**src/rtl/bei_accum_pkg.sv**
```systemverilog
package bei_accum_pkg;
  typedef struct packed {
    logic addEn;    // add this frame's value
    logic restart;  // drop the old count at the snapshot
    logic snap;     // copy the count into the snapshot register
  } accStrobes_t;
endpackage

```
**src/rtl/bei_accum_ctl.sv**
```systemverilog
module bei_accum_ctl
  import bei_accum_pkg::*;
#(
  parameter int ValW   = 4,
  parameter int MinCnt = 1,
  parameter int MaxCnt = 8
) (
  input  logic            clk,
  input  logic            rstN,
  input  logic            frameStb,
  input  logic [ValW-1:0] beiVal,
  input  logic            bdiLive,
  input  logic            biaeLive,
  input  logic            lof,
  input  logic            los,
  input  logic            oof,
  input  logic            oofGateEn,
  input  logic            secTick,
  input  logic            clrOnSnap,
  input  logic            statClr,
  input  logic            intMask,
  output accStrobes_t     stb,
  output logic            errStatus,
  output logic            irq
);
  logic inRange;
  logic paused;
  logic errEvent;

  assign inRange  = (beiVal >= ValW'(MinCnt)) && (beiVal <= ValW'(MaxCnt));
  assign paused   = bdiLive | biaeLive | lof | los | (oof & oofGateEn);
  assign errEvent = frameStb & inRange;

  always_comb begin
    stb.addEn   = errEvent & ~paused;
    stb.snap    = secTick;
    stb.restart = secTick & clrOnSnap;
  end

  // sticky status: a new event wins over a same-cycle clear
  always_ff @(posedge clk or negedge rstN) begin
    if (!rstN)         errStatus <= 1'b0;
    else if (errEvent) errStatus <= 1'b1;
    else if (statClr)  errStatus <= 1'b0;
  end

  assign irq = errStatus & intMask;
endmodule

```
**src/rtl/bei_accum_dp.sv**
```systemverilog
module bei_accum_dp
  import bei_accum_pkg::*;
#(
  parameter int AccW = 24,
  parameter int ValW = 4
) (
  input  logic            clk,
  input  logic            rstN,
  input  accStrobes_t     stb,
  input  logic [ValW-1:0] addVal,
  output logic [AccW-1:0] accCur,
  output logic [AccW-1:0] snapCount
);
  localparam int SumW = AccW + 1;

  logic [AccW-1:0] base;
  logic [SumW-1:0] sum;
  logic [AccW-1:0] satSum;
  logic [AccW-1:0] accNext;

  always_comb begin
    base    = stb.restart ? '0 : accCur;
    sum     = {1'b0, base} + {{(SumW-ValW){1'b0}}, addVal};
    satSum  = sum[AccW] ? '1 : sum[AccW-1:0];
    accNext = stb.addEn ? satSum : base;
  end

  always_ff @(posedge clk or negedge rstN) begin
    if (!rstN) begin
      accCur    <= '0;
      snapCount <= '0;
    end else begin
      accCur <= accNext;
      if (stb.snap) snapCount <= accCur;
    end
  end
endmodule

```
**src/rtl/bei_accum.sv**
```systemverilog
module bei_accum
  import bei_accum_pkg::*;
#(
  parameter int AccW = 24
) (
  input  logic            clk,
  input  logic            rstN,
  input  logic            frameStb,
  input  logic [3:0]      beiVal,
  input  logic            bdiLive,
  input  logic            biaeLive,
  input  logic            lof,
  input  logic            los,
  input  logic            oof,
  input  logic            oofGateEn,
  input  logic            secTick,
  input  logic            clrOnSnap,
  input  logic            statClr,
  input  logic            intMask,
  output logic [AccW-1:0] snapCount,
  output logic            errStatus,
  output logic            irq
);
  localparam int ValW = 4;

  accStrobes_t     stb;
  logic [AccW-1:0] accCur;

  bei_accum_ctl #(.ValW(ValW)) u_ctl (
    .clk(clk), .rstN(rstN), .frameStb(frameStb), .beiVal(beiVal),
    .bdiLive(bdiLive), .biaeLive(biaeLive), .lof(lof), .los(los),
    .oof(oof), .oofGateEn(oofGateEn), .secTick(secTick),
    .clrOnSnap(clrOnSnap), .statClr(statClr), .intMask(intMask),
    .stb(stb), .errStatus(errStatus), .irq(irq)
  );

  bei_accum_dp #(.AccW(AccW), .ValW(ValW)) u_dp (
    .clk(clk), .rstN(rstN), .stb(stb), .addVal(beiVal),
    .accCur(accCur), .snapCount(snapCount)
  );
endmodule

```
**config.mk**
```make
export PLATFORM = sky130hd
export DESIGN_NAME = bei_accum
export DESIGN_NICKNAME = d
export VERILOG_FILES = /design/src/rtl/bei_accum_pkg.sv /design/src/rtl/bei_accum_ctl.sv /design/src/rtl/bei_accum_dp.sv /design/src/rtl/bei_accum.sv
export SDC_FILE = /design/constraint.sdc
export NUM_CORES = 1
export LEC_CHECK = 0
export BUFFER_PORTS_ARGS = -buffer_cell sky130_fd_sc_hd__clkbuf_2
export CAP_MARGIN = 5
export CORE_UTILIZATION = 52
export CTS_BUF_LIST = sky130_fd_sc_hd__clkbuf_4
export DETAILED_ROUTE_END_ITERATION = 16
export PLACE_DENSITY_LB_ADDON = 0.05
export SKIP_LAST_GASP = 1
export SLEW_MARGIN = 20
export SYNTH_ARGS = -nofsm -noshare
export SYNTH_HDL_FRONTEND = slang
export SYNTH_SLANG_ARGS = --single-unit
```
**constraint.sdc**
```tcl
create_clock -name clk -period 2.17 [get_ports clk]
set_input_delay 0.217 -clock clk [delete_from_list [all_inputs] [get_ports clk]]
set_output_delay 0.217 -clock clk [all_outputs]
set_load 0.02 [all_outputs]
```
## Word level (Yosys, flattened, before mapping)

Index checks and enable logic that the tools add are counted.

| word-level totals | value |
|---|---|
| register bits after elaboration | 49 |
| bits of input ports | 17 |
| output and inout bits | 26 |
| logic and storage cells | 23 |

| operators by class | value |
|---|---|
| add/sub/neg operators | 1 |
| order comparisons | 2 |
| multiplexer cells | 5 |
| bitwise logic cells | 10 |
| reductions and logical operators | 2 |

Operator list:

| cell | number |
|---|---|
| 24-bit two-way mux | 3 |
| 24-bit by 4-bit adder with 25-bit output | 1 |
| 1-bit AND | 5 |
| 4-bit by 1-bit >= comparator with 1-bit output, second input constant | 1 |
| 4-bit less-or-equal comparator, second input constant | 1 |
| 1-bit OR | 4 |
| 1-bit two-way mux | 2 |
| 2-bit nonzero test | 1 |
| 1-bit logical AND | 1 |
| 1-bit NOT | 1 |

## Longest topological paths before layout

| logic depth | value |
|---|---|
| depth in word-level cells | 7 |
| depth in mapped cells | 13 |
| gate-level depth less buffers | 10 |

## By module

Synthesis repeated with hierarchy kept, for this count alone.

| second synthesis, totals | value |
|---|---|
| cell total of the unflattened synthesis | 225 |
| area, all modules | 2441.1 um^2 |

Modules (own cells, without submodules):

| module | instances | cells an instance | area each (um^2) | seq. area each (um^2) |
|---|---|---|---|---|
| bei_accum_dp | 1 | 214 | 2351.0 | 1201.2 |
| bei_accum_ctl | 1 | 11 | 90.1 | 25.0 |

## Worst setup path before layout

Ideal clock, no wire load.

| timing | value |
|---|---|
| kind | input to register |
| from | in secTick |
| to | reg u_dp.accCur[14] |
| setup time | 0.134 ns |
| arrival time | 2.551 ns |
| data required time | 2.036 ns |
| slack | -0.514 ns |
| stages on the path | 12 |
| buffers on the path | 2 |
| cell sequence | clkbuf_1 > nand2_2 > clkbuf_1 > and2_1 > ha_1 > fa_1 > nand3_1 > a2111oi_0 > nand4_1 > nor3_1 > xnor2_1 > o21ai_0 |

| on the way | value |
|---|---|
| cells in the longest elaborated chain, start to end | 5 |

RTL lines:

| item | RTL line | text |
|---|---|---|
| from (decl) | bei_accum.sv:16 | `input logic secTick,` |
| 1-bit AND * | bei_accum_ctl.sv:37 | `stb.restart = secTick & clrOnSnap;` |
| 24-bit two-way mux * | bei_accum_dp.sv:22 | `base = stb.restart ? '0 : accCur;` |
| 24-bit by 4-bit adder with 25-bit output | bei_accum_dp.sv:23 | `sum = {1'b0, base} + {{(SumW-ValW){1'b0}}, addVal};` |
| 24-bit two-way mux | bei_accum_dp.sv:24 | `satSum = sum[AccW] ? '1 : sum[AccW-1:0];` |
| 24-bit two-way mux * | bei_accum_dp.sv:25 | `accNext = stb.addEn ? satSum : base;` |
| named net u_dp.accNext[14] | bei_accum_dp.sv:19 | `logic [AccW-1:0] accNext;` |
| to (signal assigned) | bei_accum_dp.sv:33 | `accCur <= accNext;` |
| to (decl) | bei_accum_dp.sv:11 | `output logic [AccW-1:0] accCur,` |

The timed path passes the listed nets; every way through them passes the cells marked *.
A chain may end at the register's enable or synchronous reset.

## Worst setup path in the final report

| timing | value |
|---|---|
| from | reg u_dp.accCur[2] |
| to | reg u_dp.accCur[16] |

| on the way | value |
|---|---|
| cells in the longest elaborated chain, start to end | 4 |

RTL lines:

| item | RTL line |
|---|---|
| 24-bit two-way mux | bei_accum_dp.sv:22 |
| 24-bit by 4-bit adder with 25-bit output | bei_accum_dp.sv:23 |
| 24-bit two-way mux | bei_accum_dp.sv:24 |
| 24-bit two-way mux | bei_accum_dp.sv:25 |
| named net u_dp.accNext[16] | bei_accum_dp.sv:19 |

The timed path passes the listed nets, and every way through them passes these cells.

==> flow_summary.toml <==
[synth]
netlist_instances = 221
synth_enable_flop_cells = 0
synth-seq-area-share_pct = 50.6
synth.most_common_cell = "dfrtp_1"
synth_top_area_share_pct = 50.6
synth-async-reset-ratio_pct = 100
yosys_register_bits = 49
ys_top_cells_by_area = "dfrtp_1, mux2_2, xnor2_1"
post_synth_num_cell_types = 36
syn_avg_cell_area_um2 = 11.0
synthesis.area_um2 = 2420
synthTopCellsByCount = "dfrtp_1, nand2_1, mux2_2"
synth-main-ff-cell = "dfrtp_1"
synthesis.yosys.warnings = 0
synthDominantAreaCellType = "dfrtp_1"
postSynthNetCount = 243

[drt]
detailroute.via_count = 1844
route.detailed.drc = 0
drt-total-wl_um = 5050
drt_pass_1_iters = 4
drt-wirelength-per-cell_um = 14.9
antenna_left = 0
drt-vias-per-instance = 5.44
drtIter0Drc = 67

[cells_and_area]
num-fill-cells = 348
seq_area_um2 = 1230
postLayoutCoreUtil_pct = 69.1
finish.instance_area_um2 = 3050
drive_gt1_share_pct = 42.2
number_of_antenna_repair_diodes = 0
areaGrowthSynthToFinish_pct = 25.9
multiInputGateArea_um2 = 1280
number_of_nets_in_the_layout = 308

[worst_setup_path]
setup.worst_path.class = "reg -> reg"
critPathLaunchType = "flop"
crit_fanout = 3
crit_family = "simple AND/OR/NAND/NOR gates"
slowest_cell_delay_on_critical_path_ns = 0.50
cp.arrival_ns = 2.35
end_kind = "flop"
critical_path.slowest_cell = "or4_4"
worst-endpoint-required_ns = 2.44
crit_chain = "and2_1 -> ha_1 -> nand3_4 -> nand2_2 -> nand2_2 -> or4_4 -> buf_4 -> nor3_2 -> a21oi_1"
path_common_cell = "nand2_2"
count_of_buffer_and_inverter_cells_on_the_critical_path = 1

[clocking]
clock_tree.htree_level_count = 2
cts_sinks = 49
cts.root.buffer_cell = "clkbuf_4"
cts_tree = "done"
worst_setup_hold_path_clk_slew_ns = 0.14
ctsLongestPathBuffers = 2
clock_insertion_delay_worst_skew_ns = 0.37
cts_inserted_buffers = 5

[floorplanning]
design.die.area_um2 = 4940
die-height_um = 70.3
rows = 24
design.core.area_um2 = 4410
io_pins = 43
chipWidth_um = 70.3
initial_utilization_pct = 54.9

[sta]
max_freq_ghz = 0.482
final-hold-violation-count = 0
grt_setup_unrepaired = "true"
worst_pin_slew_ns = 0.603
timing_max_transition_violations_final = 0
final_period_minus_worst_setup_slack_ns = 2.07
totalNegativeSetupSlack_ns = 0
timing.clock.skew_ns = 0.00743
layout_worst_path_cycle_share_pct = 95.6
relSlewSlack_pct = 59.8
report.final.setup_viol = 0

[pwr]
power.sequential.fraction_pct = 57.5
netSwitchingFraction_pct = 23.5
power.leakage_nw = 1.48
power.share.combinational_pct = 8.7
power_density_normalized_to_cell_area_nw_per_um2 = 527
net_switching_power_of_the_design_mw = 0.377
cellInternalPower_mw = 1.23
max-vdd-ir-drop_mv = 0.292
power.clock.fraction_pct = 33.8

[grt]
grt.total_usage_pct = 22.9
largest_net_degree_at_the_start_of_global_routing = 50
antenna_violations_before_repair = 0
grt_pass1_vias = 1794
globalRouteOverflowTotal = 0
grt_first_pass_wirelength_um = 8840

[place]
detailed_place.area_um2 = 2920
rd_place_congestion = 0.918
dpl.hpwl_um = 3720
io_buffer_count = 42

[flow_run]
max_cap_violations = 0

[worst_hold_path]
hold_path_class = "in -> reg"

[run_status]
outcome = "completed"
## timing repair
| action | in CTS | in global routing |
|---|---|---|
| hold buffers | 1 | 0 |
| buffers inserted | 0 | 2 |
| setup endpoints to repair | 0 | 12 |
| resized for setup | 0 | 8 |
| hold endpoints to repair | 49 | 0 |
## layout make-up
class / count / area share, %
Multi-Input combinational cell: 162 / 41.9
Sequential cell: 49 / 40.2
Timing Repair Buffer: 67 / 13.1
Tap cell: 52 / 2.13
Clock buffer: 6 / 1.48
Clock inverter: 2 / 1.11
Inverter: 1 / 0.123
## routing by layer
| layer | vias to the layer above | GRT usage, % | routed length [µm] |
|---|---|---|---|
| li1 | 910 | - | - |
| met1 | 894 | 32.1 | 2400 |
| met2 | 33 | 36.2 | 2420 |
| met3 | 7 | 4.47 | 167 |
| met4 | 0 | 6.44 | 62 |
| met5 | - | 0 | 0 |
## flip-flops by register name (all words and copies together) (netlist names)
| signal | cells |
|---|---|
| u_ctl.errStatus | 1 |
| u_dp.accCur | 24 |
| u_dp.snapCount | 24 |
## per-stage QoR
step / setup slack (ns) / instances / power [mW] / hold WS, ns
after floorplan: -0.102 / 221 / 1.02 / -0.0786
after global routing: -0.0408 / 339 / 1.66 / 0.103
after global placement: -0.0630 / 328 / 1.08 / 0.358
after CTS: 0.00654 / 337 / 1.62 / 0.0692
after detailed placement: -0.0669 / 328 / 1.08 / 0.355
final: 0.0951 / 339 / 1.61 / 0.0769
## cells in the final DEF, fill, tap and decap left out, drive strengths merged
master	n
mux2	24
xor2	7
ha	4
nor4	2
xnor2	12
o31ai	1
or4	3
dlygate4sd3	1
nor2	9
a41oi	1
a2111oi	1
a21bo	1
nand4	8
bufinv	1
nor3b	1
o21ai	13
and3	2
o21bai	1
nand2	29
dfrtp	49
or3	1
inv	1
and2	8
buf	24
nor3	9
nand3	6
a211oi	2
clkbuf	48
a21o	2
a21oi	9
mux2i	4
clkinv	1
and4	1
fa	1
## power groups by stage
stage | Clock (mW) | Sequential (mW) | Combinational (mW)
finish | 0.543 | 0.925 | 0.140
global route | 0.579 | 0.926 | 0.157
CTS | 0.552 | 0.925 | 0.138
detailed placement | 0 | 0.942 | 0.137
global placement | 0 | 0.942 | 0.135
floorplan | 0 | 0.947 | 0.0685
## final timing paths
path / endpoint / slack, ns / cells after the start / start
min: u_ctl.errStatus / 0.08 / 3 / statClr
max reg2reg: u_dp.accCur[16] / 0.1 / 9 / u_dp.accCur[2]
min reg2reg: u_ctl.errStatus / 0.52 / 1 / u_ctl.errStatus
min in group asynchronous: u_dp.accCur[1] / 0.45 / 3 / rstN
max in group asynchronous: u_dp.accCur[8] / 1.30 / 3 / rstN
max: u_dp.accCur[16] / 0.1 / 9 / u_dp.accCur[2]
## worst register-to-register path, stage by stage (launching register included)
cell	delay, ns
dfrtp_1	0.42
and2_1	0.16
ha_1	0.34
nand3_4	0.11
nand2_2	0.09
nand2_2	0.06
or4_4	0.50
buf_4	0.16
nor3_2	0.09
a21oi_1	0.06
## cell families after synthesis
logic type / after synthesis / share of synthesized area (%)
muxes: 28 / 12.8
AOI/OAI and AO/OA: 31 / 8.05
buffers and inverters: 10 / 1.65
and+or+nand+nor: 79 / 17.2
xor gates and xnor gates: 19 / 6.86
adders and majority gates: 5 / 2.89
DFF: 49 / 50.6
Power figures use the tool's default switching activity.
